$ cat src/rtl/baud_tick_gen.sv
module baud_tick_gen #(
  parameter int BYTE_W   = 8,
  parameter int SLOW_PRE = 4,
  parameter int MODE_BIT = 7
) (
  input  logic              clk,
  input  logic              rst_n,
  input  logic              wr_en,
  input  logic [1:0]        wr_sel,
  input  logic [BYTE_W-1:0] wr_data,
  output logic              tick_16x
);
  localparam int DIV_W = 2 * BYTE_W;
  localparam int PRE_W = (SLOW_PRE > 1) ? $clog2(SLOW_PRE) : 1;
  localparam logic [PRE_W-1:0] PRE_LAST = PRE_W'(SLOW_PRE - 1);

  logic [BYTE_W-1:0] div_lo, div_hi;
  logic              slow_q;
  logic [PRE_W-1:0]  pre_cnt;
  logic [DIV_W-1:0]  div_cnt;
  logic              tick_q;

  logic [DIV_W-1:0] divisor;
  logic wr_lo, wr_hi, reload, mode_chg, pre_last, div_last, div_on;

  assign divisor  = {div_hi, div_lo};
  assign div_on   = (divisor != '0);
  assign wr_lo    = wr_en && (wr_sel == 2'd0);
  assign wr_hi    = wr_en && (wr_sel == 2'd1);
  assign reload   = wr_lo || wr_hi;
  assign mode_chg = wr_en && (wr_sel == 2'd2) && (wr_data[MODE_BIT] != slow_q);
  assign pre_last = slow_q ? (pre_cnt == PRE_LAST) : 1'b1;
  assign div_last = (div_cnt == divisor - DIV_W'(1));
  assign tick_16x = tick_q;

  always_ff @(posedge clk or negedge rst_n) begin
    if (!rst_n) begin
      div_lo <= '0;
      div_hi <= '0;
      slow_q <= 1'b0;
    end else if (wr_en) begin
      if (wr_sel == 2'd0) div_lo <= wr_data;
      if (wr_sel == 2'd1) div_hi <= wr_data;
      if (wr_sel == 2'd2) slow_q <= wr_data[MODE_BIT];
    end
  end

  always_ff @(posedge clk or negedge rst_n) begin
    if (!rst_n) begin
      pre_cnt <= '0;
      div_cnt <= '0;
      tick_q  <= 1'b0;
    end else begin
      tick_q <= !reload && !mode_chg && div_on && pre_last && div_last;
      if (reload) begin
        pre_cnt <= '0;
        div_cnt <= '0;
      end else if (mode_chg) begin
        pre_cnt <= '0;
      end else begin
        pre_cnt <= (!slow_q || pre_last) ? '0 : pre_cnt + PRE_W'(1);
        if (!div_on)
          div_cnt <= '0;
        else if (pre_last)
          div_cnt <= div_last ? '0 : div_cnt + DIV_W'(1);
      end
    end
  end
endmodule

$ cat config.mk
export PLATFORM = sky130hd
export DESIGN_NAME = baud_tick_gen
export DESIGN_NICKNAME = d
export VERILOG_FILES = /design/src/rtl/baud_tick_gen.sv
export SDC_FILE = /design/constraint.sdc
export NUM_CORES = 1
export LEC_CHECK = 0
export BUFFER_PORTS_ARGS = -buffer_cell sky130_fd_sc_hd__buf_2
export CORE_MARGIN = 10
export CORE_UTILIZATION = 55
export CTS_BUF_LIST = sky130_fd_sc_hd__clkbuf_16
export DETAILED_ROUTE_END_ITERATION = 12
export GPL_TIMING_DRIVEN = 0
export PLACE_DENSITY = 0.76
export SETUP_SLACK_MARGIN = 0.4
export SLEW_MARGIN = 20
export SYNTH_ARGS = -nofsm -noshare
export SYNTH_HDL_FRONTEND = slang
export SYNTH_SLANG_ARGS = --single-unit
$ cat constraint.sdc
create_clock -name clk -period 2.7 [get_ports clk]
set_input_delay 0.54 -clock clk [delete_from_list [all_inputs] [get_ports clk]]
set_output_delay 0.54 -clock clk [all_outputs]
set_load 0.005 [all_outputs]
==> results of run 1 <==
sequential cells by signal, summed over array words and instances (netlist names):
register / count
div_cnt: 16
div_hi: 8
div_lo: 8
pre_cnt: 2
slow_q: 1
tick_16x: 1
report_power, final:
group          leakage [nW]  switching [W]  internal (W)
Clock                0.0798       0.000233      0.000434
Sequential            0.458       0.000103      0.000623
Combinational         0.709       0.000387      0.000299
Total                  1.25       0.000724       0.00136
logic make-up (layout without fill, tap and decap cells):
logic type,Yosys count,in the layout,synth area share (%)
AND/OR/NAND/NOR,121,121,27.6
AO/OA/AOI/OAI,53,53,16.5
flip-flops,36,36,34.8
buffers and inverters,26,61,4.79
XOR/XNOR,21,21,7.41
multiplexers,17,17,7.36
adder cells (fa/ha/maj),3,3,1.45
synthesized netlist by cell type, types with 3 or more instances:
master and n:
or2_2 3, nand3_1 18, nor4_1 6, nor3b_1 12
xor2_1 7, inv_1 10, dfrtp_1 36, nand2b_1 6
o211ai_1 7, nor2_1 14, ha_1 3, or3_1 3
nand4_1 4, mux2_2 16, nor3_1 9, nand2_1 17
a221oi_1 8, xnor2_1 13, and3_1 13, buf_2 3
o31ai_1 12, nand3b_1 3, o21ai_0 6, clkbuf_1 9
per-layer routing:
metal | share of wire, % | vias to the layer above | global-route usage [%]
li1 | - | 1118 | -
met1 | 43 | 1166 | 22.6
met2 | 48 | 100 | 30.7
met3 | 6.1 | 18 | 3.31
met4 | 2.2 | 0 | 6.02
met5 | 0 | - | 0
worst paths after layout:
check	end	start
min in group clk	pre_cnt[0]$_DFF_PN0_	pre_cnt[0]$_DFF_PN0_
hold / removal	div_lo[5]$_DFFE_PN0P_	rst_n
setup reg to reg	div_cnt[4]$_DFFE_PN0P_	div_lo[1]$_DFFE_PN0P_
max in group asynchronous	div_lo[7]$_DFFE_PN0P_	rst_n
setup / recovery	div_cnt[4]$_DFFE_PN0P_	div_lo[1]$_DFFE_PN0P_
hold reg to reg	pre_cnt[0]$_DFF_PN0_	pre_cnt[0]$_DFF_PN0_
through the flow:
| step | std cells | power (W) |
|---|---|---|
| floorplan | 277 | 0.00116 |
| global placement | 342 | 0.00128 |
| detailed placement | 342 | 0.00131 |
| CTS | 362 | 0.00205 |
| global route | 364 | 0.00218 |
| finish | 364 | 0.00208 |
area by class of cell:
cell class	instances	area share [%]
buffer	16	3.05
clock buffer	5	4.01
clock inverter	3	1.36
inverter	10	1.20
multi-input combinational	215	53.5
sequential	36	29.1
tap	52	2.09
timing repair buffer	27	5.70
repair_timing:
item,in CTS,in global routing
setup buffers,10,2
cloned,2,0
hold endpoints to repair,0,0
setup endpoints to repair,17,17
pin swaps,5,4
resized for setup,18,11
==> flow_summary.ini, run 1 <==
[sta]
period_minus_slack_ns = 2.73
slew_headroom_pct = 46.0
fmax_mhz = 366
worst_slew_pin_slew_ns = 0.810
rsz0062_at_grt = true
skew_ns = 0.00345
post-route-period-util_pct = 101
setup_viol = 10
fin_setup_tns_ns = -0.189
drv_slew = 0
whs_ns = 0.346
finalWorstSetupSlack_ns = -0.0328
hold_viol_final = 0

[synthesis]
async_flop_share_pct = 100
synth-edff-count = 0
yosysTopAreaCell = dfrtp_1
synth_ff_type = dfrtp_1
syn_area_sq_um = 2580
synth_cells = 277
synth_seq_area_share_pct = 34.8
synth.top_cells.by_area = dfrtp_1 35%, mux2_2 7.0%, xnor2_1 4.4%, nand3_1 3.5%, nor3b_1 3.5%
syn-mean-instance-area_sq_um = 9.33
synth_nets = 293
yosys.area.top_type_share_pct = 34.8
synth_cell_types = 56
ys_warn_count = 0
ys_seq_elements = 36

[routing]
drtAntennaViolNets = 0
dr.pass1.iters = 7
vias_per_cell = 6.60
drt_iter0_markers = 250
drcViolationCount = 0
routed_wl_um = 6960
vias = 2402
avgRoutedWirePerCell_um = 19.1

[pwr]
p_leak_nw = 1.25
vdd.ir_drop.worst_mv = 0.488
power_density_nw_per_um2 = 667

[floorplanning]
dieArea_sq_um = 7840
ios = 14
core_area_sq_um = 4440
fp.dieH_um = 88.6
initial_core_util_pct = 58.2
num_rows = 24
die_w_um = 88.6

[worst_setup_path]
ff2ff_setup_slack_ns = -0.03
path_buf_inv = 3
worstSetupStartpointType = flip-flop
cp_max_fo = 6
worstRegToRegCells = 11
end_kind = flip-flop
worstPathRequired_ns = 2.85
path_class = flip-flop to flip-flop
cpLargestDelayFamily = simple AND/OR/NAND/NOR gates
crit_chain = inv_2, ha_4, or4b_4, nor3_2, o21ai_0, a22oi_1, buf_4, nand4_2, o21ai_4, buf_6, o211ai_1
worst_path_max_delay_cell = or4b_4
cpPeakStageDelay_ns = 0.48
crit_cells = 11
critical_path_arrival_ns = 2.88

[global_routing]
grt_max_degree = 37
first_global_vias = 2386
overflow = 0
grt_pass1_wl_um = 11400
gr-usage-all-layers_pct = 18.1
grt_antenna_before_repair = 0

[clock_tree]
cts_inserted_buffers = 5
clk_path_buf_depth = 2
cts_hold_buffers = 0
tritoncts = done
cts_max_level = 2
root_buffer = clkbuf_16
cts.clk_slew.worst_paths_ns = 0.06
cts.sinks = 36
clock_latency_ns = 0.28

[status]
violations = setup timing
status = finished with violations

[placement]
hpwlAfterDp_um = 4500
place.gp.congestion = 0.844
portBuffers = 13
pre_cts_slack_ns = -0.274
place_area_sq_um = 2740

[layout]
post-route-util_pct = 70.2
regArea_sq_um = 906
fillers = 329
final_area_sq_um = 3120
final_cell_mix = 32 x dfrtp_1, 18 x nand3_1, 17 x nand2_1
nets = 327
syn_to_final_growth_pct = 20.6
multiInputGateArea_sq_um = 1670
n_antenna_cell = 0
layout_commonest_cell = dfrtp_1
layout-drive-gt1-share_pct = 30.1

[min_path]
hold_class = primary input to async pin

[job]
drv_cap = 0
Note: power is estimated with default switching activity, not from simulation.
==> run 2: changes to the inputs <==
--- a/config.mk
+++ b/config.mk
@@ -12,7 +12,6 @@
 export DETAILED_ROUTE_END_ITERATION = 12
 export GPL_TIMING_DRIVEN = 0
 export PLACE_DENSITY = 0.76
-export SETUP_SLACK_MARGIN = 0.4
 export SLEW_MARGIN = 20
 export SYNTH_ARGS = -nofsm -noshare
 export SYNTH_HDL_FRONTEND = slang
==> run 2 against run 1 <==
The flow still finishes with violations (setup timing). Worst setup slack improved by 0.022 ns. Highest routed layer unchanged. Die area stayed put. Clock skew is 0.00072 ns higher. Design area is 0.84% higher. Critical path type unchanged. Core utilization grew 0.59 points. Power shrank 2.4%. Flip-flop and latch count stayed put. Sequential share of layout area is 0.24 points lower. Clock-buffer cell count did not move. Non-clock buffer count is 4 higher. Largest power group unchanged.
==> flow_summary.ini, run 2 (synthesis gave the netlist of run 1 again) <==
[status]
status = finished with violations
violations = setup timing

[worst_setup_path]
worstRegToRegCells = 8
cp_max_fo = 5
end_kind = flip-flop
ff2ff_setup_slack_ns = -0.01
reg2reg_from = div_lo[4]$_DFFE_PN0P_
worstSetupStartpointType = flip-flop
worstPathRequired_ns = 2.85
worstReg2RegEnd = div_cnt[8]$_DFFE_PN0P_
path_class = flip-flop to flip-flop
critical_path_arrival_ns = 2.86

[layout]
layout_commonest_cell = dfrtp_1
n_antenna_cell = 0
largest_reg_flops = 16
nets = 331
largest_register = div_cnt
final_cell_mix = 32 x dfrtp_1, 19 x buf_4, 18 x nand3_1
syn_to_final_growth_pct = 21.6
reg_top3 = div_cnt (16), div_hi (8), div_lo (8)
layout-drive-gt1-share_pct = 31.6
post-route-util_pct = 70.7

[global_routing]
first_global_vias = 2231
grt_max_degree = 37
grt_antenna_before_repair = 0
overflow = 0
gr-usage-all-layers_pct = 17.3
grt_pass1_wl_um = 10800

[sta]
skew_ns = 0.00416
post-route-period-util_pct = 100
drv_slew = 0
setup_viol = 1
slew_headroom_pct = 43.1
hold_viol_final = 0
worst_slew_pin_slew_ns = 0.851
fmax_mhz = 369
finalWorstSetupSlack_ns = -0.0109
rsz0062_at_grt = true
period_minus_slack_ns = 2.71

[pwr]
p_leak_nw = 1.27
power_density_nw_per_um2 = 646
vdd.ir_drop.worst_mv = 0.509
swShare_pct = 37.2
seqPwrFrac_pct = 36.2
intPower_w = 0.00127
netSwitchingPower_w = 0.000756
p_comb_share_pct = 35.5
p_clk_share_pct = 28.4

[clock_tree]
tritoncts = done
cts_hold_buffers = 0
clk_path_buf_depth = 2
cts.clk_slew.worst_paths_ns = 0.06
cts.sinks = 36
cts_inserted_buffers = 5
clock_latency_ns = 0.28
cts_max_level = 2
root_buffer = clkbuf_16

[routing]
avgRoutedWirePerCell_um = 19.9
vias_per_cell = 6.70
vias = 2466
routed_wl_um = 7320
drt_iter0_markers = 278
dr.pass1.iters = 6
drcViolationCount = 0
drtAntennaViolNets = 0

[floorplanning]
core_area_sq_um = 4440
num_rows = 24
die_w_um = 88.6
initial_core_util_pct = 58.2
ios = 14
fp.dieH_um = 88.6
dieArea_sq_um = 7840

[placement]
place.gp.congestion = 0.840
portBuffers = 13
pre_cts_slack_ns = -0.274
hpwlAfterDp_um = 4450

[job]
drv_cap = 0

[min_path]
hold_class = primary input to async pin
[run 2: cell types whose count changed in the layout (fill, tap and decap cells not counted), sizes merged]
cell	previous run	this run
bufinv	1	0
clkinvlp	1	0
clkinv	1	3
buf	34	38
[run 2: worst max path at each step]
stage	to	start	cells after the start	slack [ns]
4_1_cts	div_cnt[8]$_DFFE_PN0P_	div_lo[5]$_DFFE_PN0P_	8	0.01
3_5_place_dp	div_cnt[14]$_DFFE_PN0P_	div_lo[0]$_DFFE_PN0P_	10	-0.27
3_3_place_gp	div_cnt[13]$_DFFE_PN0P_	div_lo[0]$_DFFE_PN0P_	9	-0.25
2_1_floorplan	div_cnt[8]$_DFFE_PN0P_	div_lo[3]$_DFFE_PN0P_	9	0.06
5_1_grt	div_cnt[8]$_DFFE_PN0P_	div_lo[0]$_DFFE_PN0P_	9	-0.12
6_report	div_cnt[8]$_DFFE_PN0P_	div_lo[4]$_DFFE_PN0P_	8	-0.01
[run 2: layer usage]
layer / vias up / share of wire, % / wire length [um] / track usage [%]
met1: 1201 / 43 / 3120 / 22.7
met2: 126 / 49 / 3580 / 27.7
met3: 21 / 6.1 / 448 / 3.22
met4: 0 / 2.3 / 167 / 6.31
li1: 1118 / - / - / -
met5: - / 0 / 0 / 0
[run 2: stage by stage]
step	hold WS, ns	total power [W]	TNS (ns)	std cells	instance area (sq um)
finish	0.349	0.00203	-0.0109	368	3140
global route	0.416	0.00213	-0.889	368	3140
CTS	0.391	0.00190	0	355	2940
detailed placement	0.438	0.00130	-2.69	342	2720
floorplan	0.244	0.00115	0	277	2580
global placement	0.435	0.00128	-2.62	342	2720
[run 2: what timing repair did]
item                                    CTS  global route
setup buffers                             4            13
pin swaps                                 5             7
endpoints found under the setup margin   16            16
resized for setup                         9            25
gates cloned                              1             0
[run 2: power by group through the flow]
stage / combinational [W] / sequential, W / clock, W
2_1_floorplan: 0.000443 / 0.000705 / 0
5_1_grt: 0.000781 / 0.000746 / 0.000606
4_1_cts: 0.000589 / 0.000733 / 0.000575
6_report: 0.000720 / 0.000734 / 0.000576
3_3_place_gp: 0.000544 / 0.000735 / 0
3_5_place_dp: 0.000558 / 0.000737 / 0
[run 2: layout make-up]
| type | count | area, sq um |
|---|---|---|
| clock inverters | 3 | 18.8 |
| repair buffers | 31 | 200 |
| clock buffers | 5 | 125 |
| flip-flops and latches | 36 | 906 |
| plain buffers | 16 | 97.6 |
| inverters | 10 | 37.5 |
| fillers | 340 | 1300 |
| well taps | 52 | 65.1 |
| multi-input cells | 215 | 1690 |
[run 2: critical path: stages, from the launching register on]
cell and delay (ns):
dfrtp_2 0.46, or3_4 0.43, or4_4 0.53, xnor2_4 0.16
nor4_2 0.16, nand4_1 0.24, buf_4 0.25, a221oi_1 0.25
o31ai_1 0.11
==> run 3: changes to the inputs <==
--- a/config.mk
+++ b/config.mk
@@ -7,11 +7,10 @@
 export LEC_CHECK = 0
 export BUFFER_PORTS_ARGS = -buffer_cell sky130_fd_sc_hd__buf_2
 export CORE_MARGIN = 10
-export CORE_UTILIZATION = 55
+export CORE_UTILIZATION = 40
 export CTS_BUF_LIST = sky130_fd_sc_hd__clkbuf_16
 export DETAILED_ROUTE_END_ITERATION = 12
 export GPL_TIMING_DRIVEN = 0
-export PLACE_DENSITY = 0.76
 export SLEW_MARGIN = 20
 export SYNTH_ARGS = -nofsm -noshare
 export SYNTH_HDL_FRONTEND = slang
==> run 3 against run 2 <==
The run now ends clean. Sequential share of layout area fell by 0.62 points. Worst hold slack better by 0.018 ns. First-iteration DRC count down 60%. Sequential power rose by 3.4%. Core utilization is 20 points lower. Clock power decreased by 3.8%. Die area grew 29%. Via count is 5.3% lower. Routed wire length fell by 5.3%. Non-clock buffer count is 3 lower. Power is 1.0% lower.
==> flow_summary.ini, run 3 (synthesis gave the netlist of run 1 again) <==
[global_routing]
grt_antenna_before_repair = 0
grt_use_met3_pct = 2.82
grt_max_degree = 37
grt_busiest_layer = met2
overflow = 0
first_global_vias = 2151
grt_pass1_wl_um = 10900
gr-usage-all-layers_pct = 13.3
grtUsageMet2_pct = 22.1
grt_use_met1_pct = 16.5

[sta]
post-route-period-util_pct = 99.1
worst_slew_pin_slew_ns = 0.843
rsz0062_at_grt = true
drv_slew = 0
period_minus_slack_ns = 2.68
slew_headroom_pct = 43.8
skew_ns = 0.00427
hold_viol_final = 0
fmax_mhz = 374
setup_viol = 0

[worst_setup_path]
cp_max_fo = 5
path_class = flip-flop to flip-flop
reg2reg_from = div_lo[5]$_DFFE_PN0P_
worst_path_max_delay_cell = or4_4
cpPeakStageDelay_ns = 0.53
cpLargestDelayFamily = simple AND/OR/NAND/NOR gates
worstPathRequired_ns = 2.85
crit_chain = or3_4, or4_4, xnor2_4, nor4_2, nand4_1, buf_6, a221oi_1, o31ai_1
path_buf_inv = 1
crit_start = div_lo[5]$_DFFE_PN0P_
worstSetupStartpointType = flip-flop
critical_path_arrival_ns = 2.82
end_kind = flip-flop

[routing]
vias = 2335
avgRoutedWirePerCell_um = 17.8
drcViolationCount = 0
dr.pass1.iters = 4
vias_per_cell = 5.99
routed_wl_um = 6930
drt_iter0_markers = 112
drtAntennaViolNets = 0

[clock_tree]
root_buffer = clkbuf_16
cts.clk_slew.worst_paths_ns = 0.06
cts_inserted_buffers = 5
clk_path_buf_depth = 2
tritoncts = done
cts_max_level = 2
cts.sinks = 36
clock_latency_ns = 0.28
cts_hold_buffers = 0

[layout]
syn_to_final_growth_pct = 24.5
fillers = 627
largest_reg_flops = 16
nets = 328
final_cell_mix = 31 x dfrtp_1, 18 x nand3_1, 17 x nand2_1
n_antenna_cell = 0
largest_register = div_cnt
reg_top3 = div_cnt (16), div_hi (8), div_lo (8)
layout_commonest_cell = dfrtp_1
layout-drive-gt1-share_pct = 33.2
final_area_sq_um = 3220

[placement]
place_area_sq_um = 2750
portBuffers = 13
place.gp.congestion = 0.863
hpwlAfterDp_um = 4800

[floorplanning]
dieArea_sq_um = 10100
initial_core_util_pct = 40.9
num_rows = 29
die_w_um = 100
fp.dieH_um = 100
core_area_sq_um = 6310
ios = 14

[job]
drv_cap = 0

[status]
status = finished clean

[pwr]
power.total_w = 0.00201
p_leak_nw = 1.28
vdd.ir_drop.worst_mv = 0.378
power_density_nw_per_um2 = 624

[min_path]
hold_class = primary input to async pin
-- run 3: final timing paths --
check,to,slack [ns],depth (start not counted)
hold reg to reg,pre_cnt[0]$_DFF_PN0_,0.45,1
hold / removal,div_cnt[11]$_DFFE_PN0P_,0.37,1
setup reg to reg,div_cnt[8]$_DFFE_PN0P_,0.02,8
min in group clk,pre_cnt[0]$_DFF_PN0_,0.45,1
setup / recovery,div_cnt[8]$_DFFE_PN0P_,0.02,8
max in group asynchronous,div_lo[7]$_DFFE_PN0P_,1.75,1
-- run 3: final cells by class --
type / count / area (sq um) / area share, %
multi-input cells: 215 / 1740 / 54.0
flip-flops and latches: 36 / 907 / 28.2
repair buffers: 31 / 215 / 6.69
clock buffers: 5 / 125 / 3.89
well taps: 77 / 96.3 / 2.99
plain buffers: 13 / 85.1 / 2.64
inverters: 10 / 37.5 / 1.17
clock inverters: 3 / 13.8 / 0.428
-- run 3: metal layers --
metal	part of all wire [%]	wire length, um
met2	49	3420
met1	45	3090
met5	0	0
met4	1.8	122
met3	4.1	287
-- run 3: timing repair --
action | in CTS | in global routing
buffers inserted | 2 | 14
pin swaps | 5 | 14
endpoints found under the setup margin | 17 | 16
gates resized for setup | 10 | 37
gates cloned | 1 | 1
-- run 3: worst register-to-register path, delay by kind of cell, from the launching register on --
family                    cells  cell delay (ns)
xor gates and xnor gates      1             0.17
buffers and inverters         1             0.23
DFF                           1             0.43
and+or+nand+nor               4             1.38
AOI/OAI and AO/OA             2             0.36
-- run 3: per-stage QoR --
stage	TNS [ns]	util (%)	cells	hold slack, ns	setup slack [ns]
after CTS	0	46.7	377	0.396	0.0153
after detailed placement	-4.66	43.5	367	0.444	-0.377
final	0	51.0	390	0.367	0.0240
after global placement	-3.72	43.5	367	0.434	-0.301
after floorplan	0	-	277	0.244	0.0568
after global routing	-0.692	51.0	390	0.440	-0.0676
-- run 3: power by group --
group	switching, W	total (W)	internal (W)
clock	0.000219	0.000554	0.000335
sequential	0.000135	0.000759	0.000624
combinational	0.000375	0.000696	0.000321
